## src/rtl/fwt_pkg.sv

```systemverilog
package fwt_pkg;
  typedef enum logic [1:0] {
    FWT_IDLE    = 2'd0,
    FWT_WAIT    = 2'd1,
    FWT_DONE_OK = 2'd2,
    FWT_DONE_TO = 2'd3
  } fwt_state_e;
endpackage

```

## src/rtl/fwt_limit_reg.sv

```systemverilog
module fwt_limit_reg #(
  parameter int CNT_W       = 32,
  parameter int EXP_W       = 4,
  parameter int EXP_LIMIT   = 16,
  parameter int BASE        = 302,
  parameter int RESET_LIMIT = 60000
) (
  input  logic             clk,
  input  logic             rst_n,
  input  logic             load,
  input  logic [EXP_W-1:0] exp_in,
  output logic [CNT_W-1:0] limit
);
  localparam logic [CNT_W-1:0] BASE_V  = CNT_W'(BASE);
  localparam logic [CNT_W-1:0] RESET_V = CNT_W'(RESET_LIMIT);
  localparam logic [EXP_W:0]   BOUND_V = (EXP_W+1)'(EXP_LIMIT);

  logic exp_ok;
  assign exp_ok = {1'b0, exp_in} < BOUND_V;

  always_ff @(posedge clk or negedge rst_n) begin
    if (!rst_n)              limit <= RESET_V;
    else if (load && exp_ok) limit <= BASE_V << exp_in;
  end

  AST_BAD_EXP_KEEPS: assert property (@(posedge clk) disable iff (!rst_n)
    (load && !({1'b0, exp_in} < BOUND_V)) |=> $stable(limit));
endmodule

```

## src/rtl/fwt_elapsed_ctr.sv

```systemverilog
module fwt_elapsed_ctr #(
  parameter int CNT_W = 32
) (
  input  logic             clk,
  input  logic             rst_n,
  input  logic             clr,
  input  logic             en,
  output logic [CNT_W-1:0] cnt,
  output logic [CNT_W-1:0] cnt_nxt
);
  localparam logic [CNT_W-1:0] MAX_V = '1;

  assign cnt_nxt = (cnt == MAX_V) ? MAX_V : cnt + 1'b1;

  always_ff @(posedge clk or negedge rst_n) begin
    if (!rst_n)   cnt <= '0;
    else if (clr) cnt <= '0;
    else if (en)  cnt <= cnt_nxt;
  end

  AST_CLR_ZERO: assert property (@(posedge clk) disable iff (!rst_n)
    clr |=> (cnt == '0));
  AST_NO_BACKWARDS: assert property (@(posedge clk) disable iff (!rst_n)
    !clr |=> (cnt >= $past(cnt)));
  AST_SAT_HOLD: assert property (@(posedge clk) disable iff (!rst_n)
    (en && !clr && cnt == MAX_V) |=> (cnt == MAX_V));
endmodule

```

## src/rtl/fwt_verdict.sv

```systemverilog
module fwt_verdict
  import fwt_pkg::*;
#(
  parameter int CNT_W = 32
) (
  input  logic             clk,
  input  logic             rst_n,
  input  logic             rx_start,
  input  logic             frame_done,
  input  logic             tick_en,
  input  logic [CNT_W-1:0] cnt_nxt,
  input  logic [CNT_W-1:0] limit,
  output logic             waiting,
  output logic             timed_out,
  output logic             finished
);
  fwt_state_e state_q, state_d;

  always_comb begin
    state_d = state_q;
    if (rx_start)
      state_d = FWT_WAIT;
    else if (state_q == FWT_WAIT) begin
      if (frame_done)                       state_d = FWT_DONE_OK;
      else if (tick_en && (cnt_nxt > limit)) state_d = FWT_DONE_TO;
    end
  end

  always_ff @(posedge clk or negedge rst_n) begin
    if (!rst_n) state_q <= FWT_IDLE;
    else        state_q <= state_d;
  end

  assign waiting   = (state_q == FWT_WAIT);
  assign timed_out = (state_q == FWT_DONE_TO);
  assign finished  = (state_q == FWT_DONE_OK) || (state_q == FWT_DONE_TO);

  AST_FRAME_WINS: assert property (@(posedge clk) disable iff (!rst_n)
    (waiting && frame_done && !rx_start) |=> (finished && !timed_out));
  AST_RESULT_HOLDS: assert property (@(posedge clk) disable iff (!rst_n)
    (finished && !rx_start) |=> ($stable(finished) && $stable(timed_out)));
  AST_START_CLEARS: assert property (@(posedge clk) disable iff (!rst_n)
    rx_start |=> (!finished && !timed_out));
endmodule

```

## src/rtl/fwt_supervisor.sv

```systemverilog
module fwt_supervisor #(
  parameter int CNT_W       = 32,
  parameter int EXP_W       = 4,
  parameter int EXP_LIMIT   = 16,
  parameter int BASE        = 302,
  parameter int RESET_LIMIT = 60000
) (
  input  logic             clk,
  input  logic             rst_n,
  input  logic             tick_en,
  input  logic             atr_load,
  input  logic [7:0]       atr_byte,
  input  logic             rx_start,
  input  logic             frame_done,
  output logic             timed_out,
  output logic             rx_finished,
  output logic [CNT_W-1:0] elapsed
);
  localparam int EXP_LSB = 8 - EXP_W;

  logic [CNT_W-1:0] limit;
  logic [CNT_W-1:0] cnt_nxt;
  logic             waiting;

  fwt_limit_reg #(
    .CNT_W(CNT_W), .EXP_W(EXP_W), .EXP_LIMIT(EXP_LIMIT),
    .BASE(BASE), .RESET_LIMIT(RESET_LIMIT)
  ) u_limit (
    .clk(clk), .rst_n(rst_n), .load(atr_load),
    .exp_in(atr_byte[7:EXP_LSB]), .limit(limit)
  );

  fwt_elapsed_ctr #(.CNT_W(CNT_W)) u_ctr (
    .clk(clk), .rst_n(rst_n), .clr(rx_start),
    .en(waiting && tick_en), .cnt(elapsed), .cnt_nxt(cnt_nxt)
  );

  fwt_verdict #(.CNT_W(CNT_W)) u_verdict (
    .clk(clk), .rst_n(rst_n), .rx_start(rx_start),
    .frame_done(frame_done), .tick_en(tick_en), .cnt_nxt(cnt_nxt),
    .limit(limit), .waiting(waiting), .timed_out(timed_out),
    .finished(rx_finished)
  );

  AST_TIMEOUT_EXCEEDS: assert property (@(posedge clk) disable iff (!rst_n)
    $rose(timed_out) |-> (elapsed > limit));
endmodule

```

## config.mk

```make
export PLATFORM = sky130hd
export DESIGN_NAME = fwt_supervisor
export DESIGN_NICKNAME = d
export VERILOG_FILES = /design/src/rtl/fwt_pkg.sv /design/src/rtl/fwt_limit_reg.sv /design/src/rtl/fwt_elapsed_ctr.sv /design/src/rtl/fwt_verdict.sv /design/src/rtl/fwt_supervisor.sv
export SDC_FILE = /design/constraint.sdc
export NUM_CORES = 1
export LEC_CHECK = 0
export BUFFER_PORTS_ARGS = -buffer_cell sky130_fd_sc_hd__buf_2
export CORE_ASPECT_RATIO = 1.75
export CORE_MARGIN = 3
export CORE_UTILIZATION = 50
export DETAILED_ROUTE_END_ITERATION = 8
export GPL_TIMING_DRIVEN = 0
export HOLD_SLACK_MARGIN = 0.03
export MAX_ROUTING_LAYER = met4
export PLACE_DENSITY_LB_ADDON = 0.12
export SKIP_CTS_REPAIR_TIMING = 1
export SLEW_MARGIN = 20
export SYNTH_ARGS = -nofsm -noshare
export SYNTH_HDL_FRONTEND = slang
export SYNTH_SLANG_ARGS = --single-unit
```

## constraint.sdc

```tcl
create_clock -name clk -period 2.7 [get_ports clk]
set_input_delay 0.135 -clock clk [delete_from_list [all_inputs] [get_ports clk]]
set_output_delay 0.135 -clock clk [all_outputs]
set_load 0.1 [all_outputs]
```

Word-level counts from Yosys, hierarchy flattened
Cells that the tools add are included.

operators by class
  add/sub/neg operators = 1
  order comparisons = 1
  equal/unequal tests = 4
  shift operators = 1
  mux-type cells = 7
  reduce and logical (&&, ||, !) cells = 7

operators by type and width
  kind                     count
  $mux W32                 3
  $add A32 B1 Y32 const B  1
  $eq A32 B32 Y1 const B   1
  $gt A32 B32 Y1           1
  $shl A9 B4 Y32 const A   1
  $mux W2                  4
  $eq A2 B2 Y1 const B     2
  $reduce_bool A2 Y1       2
  $reduce_bool A3 Y1       1
  $eq A2 B1 Y1 const B     1
  $logic_and A1 B1 Y1      2
  $reduce_and A2 Y1        1
  $logic_or A1 B1 Y1       1

word-level totals
  register bits = 66
  bits of input ports = 14
  output and inout bits = 34
  logic and storage cells = 24

Longest topological paths before layout
Gate-level depths: netlist (run 1).

  depth after elaboration = 8
  mapped depth = 13
  mapped depth without buffers = 13

By module
From an unflattened synthesis (run 1), not the netlist that was laid out.

second synthesis, totals
  cell total of the unflattened synthesis = 529
  area, all modules = 4543.1 sq um

modules (own cells, without submodules)
  module           instances  cells an instance  area each (sq um)  seq. area each (sq um)
  fwt_elapsed_ctr  1          287                2376.0             800.8
  fwt_limit_reg    1          118                1252.5             584.3
  fwt_verdict      1          123                908.4              50.0
  fwt_supervisor   1          1                  6.3                0.0

Worst setup path before layout (run 1)
Ideal clock, no wire load.

  path kind = reg-to-reg
  start = register u_ctr.cnt[11]
  end = register u_verdict.state_q[1]
  library setup time = 0.133 ns
  arrival = 3.377 ns
  data required time = 2.567 ns
  path slack = -0.811 ns
  cell stages (with the launch flop) = 13
  path buffers = 1
  period minus slack after synthesis = 3.511 ns
  cell sequence = dfrtp_1 > nand4_2 > nor4_4 > buf_4 > nand4_1 > xor2_1 > nand2_1 > ha_1 > and4_1 > a221oi_1 > inv_1 > o21ai_0 > a31oi_1

on the way
  longest elaborated chain between the ends = 6
  elaborated cells between the ends (all ways) = 7
  those cells by class = add/sub (1); order compare (1); eq/ne (1); mux (1); reduce/logical (3)

RTL lines
  element                                            RTL line               RTL
  start: declaration                                 fwt_elapsed_ctr.sv:8   output logic [CNT_W-1:0] cnt,
  start signal: assignment                           fwt_elapsed_ctr.sv:18  else if (en) cnt <= cnt_nxt;
  $add A32 B1 Y32 or $eq A32 B32 Y1 (tied branches)  fwt_elapsed_ctr.sv:13  assign cnt_nxt = (cnt == MAX_V) ? MAX_V : cnt + 1'b1;
  $mux W32 *                                         fwt_elapsed_ctr.sv:13
  $gt A32 B32 Y1 *                                   fwt_verdict.sv:25      else if (tick_en && (cnt_nxt > limit)) state_d = FWT_DONE_TO;
  $logic_and A1 B1 Y1 *                              fwt_verdict.sv:25
  $reduce_bool A3 Y1 (no source line) *              -
  $reduce_and A2 Y1 (no source line) *               -
  end signal: assignment                             fwt_verdict.sv:31      else state_q <= state_d;
  end: declaration                                   fwt_verdict.sv:17      fwt_state_e state_q, state_d;

Every way passes the cells marked *; elsewhere a longest branch is shown, timed or not.
A chain may end at the register's enable or synchronous reset.

Worst setup path after layout (run 1)
  start = register u_ctr.cnt[8]
  end = register u_verdict.state_q[1]

Same word-level chain as after synthesis.

==> out/qor.csv, run 1 <==
stage;metric;value;unit
outcome;outcome;finished, violations left;
outcome;failed_checks;negative setup slack;
synthesis;synth_warnings;0;
finish;finish.net_count;582;
hold_path;hold_path_end;u_limit.limit[15];
global_routing;maximum_number_of_pins_on_one_net_before_global_route_repair;58;
synthesis;synth_async_sr_flop_share;1.00;
synthesis;dominant_combinational_cell_family_by_area_after_synthesis;simple AND/OR/NAND/NOR gates;
place;dp_hpwl;8130;um
cts;cts-htree-levels;3;
synthesis;yosys.area.top_type;sky130_fd_sc_hd__dfrtp_1;
floorplanning;placementRows;41;
sta;max_freq;0.344;GHz
synthesis;syn_inst;462;
power;vdd_drop_max;0.356;mV
cts;cts-root-to-sink-buffers;2;
global_routing;globalRouteOverflowTotal;0;
global_routing;antenna_violations_before_repair;0;
synthesis;ys_seq_area_frac;0.374;
routing;post_drt_wl_per_cell;18.2;um
routing;vias_per_cell;6.15;
synthesis;synth_area_per_cell;8.31;um^2
place;io_buffer_count;41;
critical_path;worstPathMaxFanout;8;
critical_path;r2r.worst_path.cells;13;
routing;route.vias.total;3874;
cts;clock_latency;0.33;ns
critical_path;worstPathArrival;3.11;ns
synthesis;syn-num-nets;505;
floorplanning;floorplan.die.width;72.3;um
sta;fin_skew;0.00968;ns
floorplanning;design.portCount;48;
sta;fin_crit_sh;1.08;
routing;wirelength;11500;um
sta;grt_setup_unrepaired;yes;
synthesis;adder_cell_share_of_the_synthesized_area;0.0945;
synthesis;number_of_enable_type_register_cells_in_the_synthesized_netlist;0;
finish;fin_cells;630;
power;cellPowerDensity;601;mW/mm^2
sta;hold_violations;0;
routing;antenna_violating_nets_post_route;0;
finish;layout.cells.most_common;sky130_fd_sc_hd__nand2_1;
critical_path;worst_r2r_startpoint;u_ctr.cnt[8];
floorplanning;fp.dieArea;0.00881;mm^2
critical_path;setup.worst_path.class;reg2reg;
critical_path;slowest_stage;sky130_fd_sc_hd__dfrtp_4;
sta;layout_setup_ws;-0.203;ns
finish;num_antenna_cells;0;
power;fin_total_pwr;3.02;mW
sta;post-route-min-period;2.90;ns
cts;worst_setup_hold_path_clk_slew;0.06;ns
cts;root_buffer_cell;sky130_fd_sc_hd__clkbuf_16;
synthesis;synth_area;0.00384;mm^2
routing;drt_iter0_drc;250;
finish;final_layout_size_suffix_gt1_frac;0.305;
routing;detailedRoute.firstPassIterationCount;5;
sta;worst_slew_slack_as_a_fraction_of_its_limit;0.495;
synthesis;synth_area_leaders;sky130_fd_sc_hd__dfrtp_1, sky130_fd_sc_hd__ha_1, sky130_fd_sc_hd__nand2_1, sky130_fd_sc_hd__dfstp_2, sky130_fd_sc_hd__nor2_1;
cts;tritoncts;done;
global_routing;first_global_vias;3577;
critical_path;timing.critical_path.slowest_cell_delay;0.45;ns
critical_path;timing.rr.end;u_verdict.state_q[1];
sta;finalSetupViolations;1;
global_routing;grt_usage;0.258;
hold_path;worstHoldPathType;in2reg;
cts;number_of_cts_inserted_buffers;9;
critical_path;kind_of_start_point_of_the_critical_path;register;
sta;finalMaxSlewViolations;0;
critical_path;setup.worst_path.end_class;register;
floorplanning;floorplan.initialDensity;0.524;
synthesis;post_synth_xor_area_fraction;0.0524;
finish;area_growth_syn_to_layout;30.6;%
sta;worstMarginPinSlew;0.758;ns
cts;cts.sink_count;57;
power;power_leakage;2.28;nW
synthesis;synth_top_area_frac;0.326;
floorplanning;die_height;122;um
place;place.gp.congestion;0.964;
hold_path;hold_path.startpoint;atr_byte[7];
finish;postLayoutCoreUtil;0.684;
critical_path;cp_num_buf_inv;1;
critical_path;cp.required;2.90;ns
synthesis;netlist-cell-type-count;46;
synthesis;synthFlopType;sky130_fd_sc_hd__dfrtp_1;
job;maxCapViolations;0;
floorplanning;core-area;0.00734;mm^2
synthesis;synth.area.mux_share;0.0160;
critical_path;cp_top_family;simple AND/OR/NAND/NOR gates;
hold_path;timing.hold.worst_path_depth;3;
routing;remaining_drc_errors;0;
global_routing;global_route_wire_length_before_repair;16900;um
synthesis;yosys.area_share.simple;0.247;
place;post-place-cells;589;
synthesis;yosys_register_bits;57;
synthesis;synth_compound_gate_area_share;0.159;
critical_path;setup_slack_of_the_most_critical_reg_to_reg_path;-0.20;ns
finish;final_cell_mix;sky130_fd_sc_hd__nand2_1, sky130_fd_sc_hd__nor2_1, sky130_fd_sc_hd__buf_2;
critical_path;critical_path.cell_chain;nand3_4 > nor4_4 > buf_6 > nand4_1 > xor2_2 > nand2_1 > ha_1 > and4_1 > nand2_2 > nor3_2 > nand3_1 > o21ai_2 > a31oi_1;
## per-stage QoR
| step | area [um^2] | hold slack, ns | TNS, ns | setup slack, ns |
|---|---|---|---|---|
| floorplan | 3980 | -0.161 | -0.241 | -0.241 |
| global placement | 4290 | 0.425 | -0.745 | -0.745 |
| detailed placement | 4290 | 0.247 | -0.759 | -0.759 |
| CTS | 4570 | -0.108 | -0.778 | -0.778 |
| global route | 5020 | 0.133 | -0.356 | -0.356 |
| finish | 5020 | 0.0943 | -0.203 | -0.203 |
## worst min-delay path: cells and delay by family
| family | cells | cell delay [ns] |
|---|---|---|
| AOI/OAI and AO/OA | 1 | 0.08 |
| buffers and inverters | 1 | 0.13 |
| and+or+nand+nor | 1 | 0.07 |
## area by class of cell
type,instances,area (um^2)
Clock buffer,11,253
Inverter,35,131
Buffer,21,101
Clock inverter,5,30.0
Multi-Input combinational cell,348,2450
Sequential cell,57,1540
Fill cell,597,2320
Tap cell,86,108
Timing Repair Buffer,67,407
## how the worst max path moves through the flow
stage	startpoint	to	slack [ns]	depth (start not counted)
final	u_ctr.cnt[8]	u_verdict.state_q[1]	-0.20	13
after global routing	u_ctr.cnt[13]	u_verdict.state_q[1]	-0.36	13
after CTS	u_ctr.cnt[0]	u_verdict.state_q[1]	-0.78	13
after detailed placement	u_ctr.cnt[0]	u_verdict.state_q[1]	-0.76	13
after global placement	u_ctr.cnt[0]	u_verdict.state_q[1]	-0.74	13
after floorplan	u_ctr.cnt[6]	u_verdict.state_q[1]	-0.24	12
## cell usage after synthesis, types with 3 or more instances
| library cell | instances |
|---|---|
| sky130_fd_sc_hd__a31oi_1 | 5 |
| sky130_fd_sc_hd__nand2b_1 | 4 |
| sky130_fd_sc_hd__o21ai_0 | 17 |
| sky130_fd_sc_hd__and4_1 | 5 |
| sky130_fd_sc_hd__xnor2_1 | 10 |
| sky130_fd_sc_hd__o22ai_1 | 14 |
| sky130_fd_sc_hd__nand4_1 | 17 |
| sky130_fd_sc_hd__nand3_1 | 12 |
| sky130_fd_sc_hd__a21oi_1 | 25 |
| sky130_fd_sc_hd__nand2_1 | 74 |
| sky130_fd_sc_hd__nor2_1 | 47 |
| sky130_fd_sc_hd__inv_1 | 35 |
| sky130_fd_sc_hd__dfstp_2 | 7 |
| sky130_fd_sc_hd__and2_1 | 4 |
| sky130_fd_sc_hd__buf_1 | 3 |
| sky130_fd_sc_hd__a211oi_1 | 5 |
| sky130_fd_sc_hd__ha_1 | 29 |
| sky130_fd_sc_hd__a311oi_1 | 19 |
| sky130_fd_sc_hd__clkbuf_1 | 18 |
| sky130_fd_sc_hd__and3_1 | 5 |
| sky130_fd_sc_hd__xor2_1 | 13 |
| sky130_fd_sc_hd__dfrtp_1 | 50 |
| sky130_fd_sc_hd__mux2i_1 | 5 |
| sky130_fd_sc_hd__nand4_2 | 3 |
| sky130_fd_sc_hd__nor3_1 | 11 |
## where the power goes
part / internal (mW) / switching (mW) / total, mW
Sequential: 0.955 / 0.0817 / 1.04
Combinational: 0.245 / 0.668 / 0.913
Clock: 0.664 / 0.402 / 1.07
Total: 1.86 / 1.15 / 3.02
## cells by family (layout without fill, tap and decap cells)
logic type,Yosys count,after routing
adder cells (fa/ha/maj),29,29
multiplexers,6,6
buffers and inverters,58,139
AND/OR/NAND/NOR,194,195
XOR/XNOR,23,23
AO/OA/AOI/OAI,95,95
flip-flops,57,57
## state kept, by name, indices dropped and copies added, names as in the netlist
register / cells
u_ctr.cnt: 32
u_verdict.state_q: 2
u_limit.limit: 23
## per-layer routing
metal	global-route usage	up-vias	routed length, um
met5	-	-	0
met4	0.179	0	586
met3	0.0405	49	582
met2	0.438	165	6130
met1	0.267	1864	4150
li1	-	1796	-
Note: power is estimated with default switching activity, not from simulation.
==> run 2: changes to the inputs <==
--- a/config.mk
+++ b/config.mk
@@ -14,6 +14,7 @@
 export HOLD_SLACK_MARGIN = 0.03
 export MAX_ROUTING_LAYER = met4
 export PLACE_DENSITY_LB_ADDON = 0.12
+export REMOVE_ABC_BUFFERS = 1
 export SKIP_CTS_REPAIR_TIMING = 1
 export SLEW_MARGIN = 20
 export SYNTH_ARGS = -nofsm -noshare
==> out/qor.csv, run 2 (synthesis results as in run 1) <==
stage;metric;value;unit;change
outcome;outcome;finished, violations left;;
outcome;failed_checks;negative setup slack;;
hold_path;hold_path_end;u_verdict.state_q[0];;
critical_path;setup_slack_of_the_most_critical_reg_to_reg_path;-0.18;ns;+0.03 ns
sta;hold_violations;0;;unchanged
global_routing;antenna_violations_before_repair;0;;unchanged
finish;layout.cells.most_common;sky130_fd_sc_hd__nand2_1;;
power;netSwitchingPower;1.16;mW;+0.40%
hold_path;hold_path.startpoint;frame_done;;
finish;largest_reg_flops;32;;unchanged
power;internal_power;2.01;mW;+7.8%
cts;cts-htree-levels;3;;unchanged
power;pwr-share-comb;0.306;;+0.003
floorplanning;floorplan.die.width;72.3;um;unchanged
critical_path;worstPathArrival;3.13;ns;+0.02 ns
finish;final_cell_mix;sky130_fd_sc_hd__nand2_1, sky130_fd_sc_hd__nor2_1, sky130_fd_sc_hd__buf_4;;
routing;wirelength;11400;um;-0.22%
routing;post_drt_wl_per_cell;18.1;um;-0.69%
critical_path;kind_of_start_point_of_the_critical_path;register;;
cts;tritoncts;done;;
sta;finalSetupViolations;1;;unchanged
global_routing;first_global_vias;3348;;-6.4%
hold_path;worstHoldPathType;in2reg;;
place;place.gp.congestion;0.925;;-4.0%
critical_path;cp.required;2.96;ns;+0.06 ns
critical_path;setup.worst_path.end_class;register;;
place;dp_hpwl;6990;um;-14%
global_routing;grt_usage;0.246;;-0.0127
sta;layout_setup_ws;-0.177;ns;+0.0255 ns
critical_path;critical_path.cell_chain;nand4_1 > buf_4 > nor3_4 > nand2_2 > xor2_2 > nand2_1 > ha_1 > nand4_1 > nor3_2 > o21ai_0 > a31oi_1 > o21ai_2 > a31oi_1;;
sta;worstMarginPinSlew;0.758;ns;+0.000457 ns
critical_path;setup.worst_path.class;reg2reg;;
critical_path;slowest_stage;sky130_fd_sc_hd__dfrtp_2;;
finish;area_growth_syn_to_layout;33.7;%;
routing;remaining_drc_errors;0;;unchanged
power;vdd_drop_max;0.382;mV;+7.4%
critical_path;timing.rr.end;u_verdict.state_q[1];;
cts;clock_latency;0.34;ns;about the same
sta;max_freq;0.348;GHz;+0.89%
sta;worst_slew_slack_as_a_fraction_of_its_limit;0.495;;about the same
critical_path;cp_num_buf_inv;1;;unchanged
floorplanning;placementRows;41;;unchanged
power;fin_total_pwr;3.17;mW;+5.0%
sta;grt_setup_unrepaired;yes;;
critical_path;r2r.worst_path.cells;13;;unchanged
power;seq_power_share;0.320;;-0.024
cts;root_buffer_cell;sky130_fd_sc_hd__clkbuf_16;;
routing;vias_per_cell;6.11;;-0.60%
routing;detailedRoute.firstPassIterationCount;5;;unchanged
power;power_leakage;2.45;nW;+7.4%
finish;postLayoutCoreUtil;0.700;;+0.0164
sta;fin_skew;0.00555;ns;-0.00413 ns
cts;number_of_cts_inserted_buffers;9;;unchanged
hold_path;timing.hold.worst_path_depth;3;;unchanged
critical_path;cp_top_family;simple AND/OR/NAND/NOR gates;;
sta;post-route-min-period;2.88;ns;-0.0255 ns
floorplanning;die_height;122;um;unchanged
cts;worst_setup_hold_path_clk_slew;0.05;ns;about the same
global_routing;globalRouteOverflowTotal;0;;unchanged
power;cellPowerDensity;616;mW/mm^2;+2.5%
power;clkPwrFrac;0.374;;+0.020
power;sw_frac_of_total;0.365;;-0.0167
finish;top_register;u_ctr.cnt;;
cts;cts-root-to-sink-buffers;2;;unchanged
place;io_buffer_count;43;;+4.9%
sta;finalMaxSlewViolations;0;;unchanged
sta;fin_crit_sh;1.07;;-0.00945
cts;cts.sink_count;57;;unchanged
critical_path;worst_r2r_startpoint;u_ctr.cnt[1];;
floorplanning;floorplan.initialDensity;0.524;;unchanged
critical_path;critical_path_depth;13;;unchanged
finish;finish.net_count;585;;+0.52%
critical_path;timing.critical_path.slowest_cell_delay;0.43;ns;-0.02 ns
global_routing;global_route_wire_length_before_repair;16200;um;-4.2%
finish;num_antenna_cells;0;;unchanged
routing;antenna_violating_nets_post_route;0;;unchanged
critical_path;worstPathMaxFanout;5;;-3
finish;biggestRegsByFlops;u_ctr.cnt: 32 flops, u_limit.limit: 23 flops, u_verdict.state_q: 2 flops;;
finish;final_layout_size_suffix_gt1_frac;0.325;;+0.0203
global_routing;maximum_number_of_pins_on_one_net_before_global_route_repair;58;;unchanged
floorplanning;fp.dieArea;0.00881;mm^2;unchanged
job;maxCapViolations;0;;unchanged
floorplanning;core-area;0.00734;mm^2;unchanged
routing;route.vias.total;3869;;-0.13%
floorplanning;design.portCount;48;;unchanged
sta;totalNegativeSetupSlack;-0.177;ns;+0.0255 ns
routing;drt_iter0_drc;299;;+20%
==> run 2: power groups by stage <==
| stage | sequential [mW] | clock, mW | combinational, mW |
|---|---|---|---|
| global route | 1.02 | 1.22 | 1.04 |
| floorplan | 1.29 | 0 | 0.338 |
| global placement | 1.01 | 0 | 0.810 |
| CTS | 1.00 | 1.19 | 0.840 |
| finish | 1.01 | 1.18 | 0.969 |
| detailed placement | 1.02 | 0 | 0.834 |
==> run 2: worst reg2reg max path, delay by kind of cell (launching register included) <==
| family | cells | cell delay (ns) |
|---|---|---|
| buf+inv | 1 | 0.20 |
| simple gates | 6 | 1.07 |
| compound gates | 4 | 0.60 |
| flops | 1 | 0.43 |
| fa+ha+maj | 1 | 0.33 |
| xor+xnor | 1 | 0.16 |
==> run 2: cell type report <==
cell class,count,area (um^2)
clock buffer,14,274
sequential,57,1460
tap,86,108
fill,583,2200
clock inverter,2,35.0
multi-input combinational,348,2500
timing repair buffer,91,624
inverter,35,131
==> run 2: how the worst max path moves through the flow <==
stage,start,end,slack [ns]
CTS,u_ctr.cnt[9],u_verdict.state_q[1],-1.68
detailed placement,u_ctr.cnt[9],u_verdict.state_q[1],-1.62
floorplan,u_ctr.cnt[11],u_verdict.state_q[1],-1.28
finish,u_ctr.cnt[1],u_verdict.state_q[1],-0.18
global route,u_ctr.cnt[0],u_verdict.state_q[1],-0.34
global placement,u_ctr.cnt[9],u_verdict.state_q[1],-1.51
==> run 2: metal layers <==
metal  global-route usage  wire [um]  vias to the layer above
li1                     -          -                     1809
met1                0.264       4250                     1850
met2                0.405       5940                      157
met3               0.0479        590                       53
met4                0.159        646                        0
met5                    -          0                        -
==> run 2: stage by stage <==
| stage | instances | setup WS (ns) | hold WS, ns | area [um^2] |
|---|---|---|---|---|
| after floorplan | 439 | -1.28 | -0.161 | 3750 |
| after global placement | 568 | -1.51 | 0.459 | 4070 |
| after detailed placement | 569 | -1.62 | 0.243 | 4100 |
| after CTS | 585 | -1.68 | -0.108 | 4410 |
| after global routing | 633 | -0.342 | 0.159 | 5140 |
| final | 633 | -0.177 | 0.138 | 5140 |
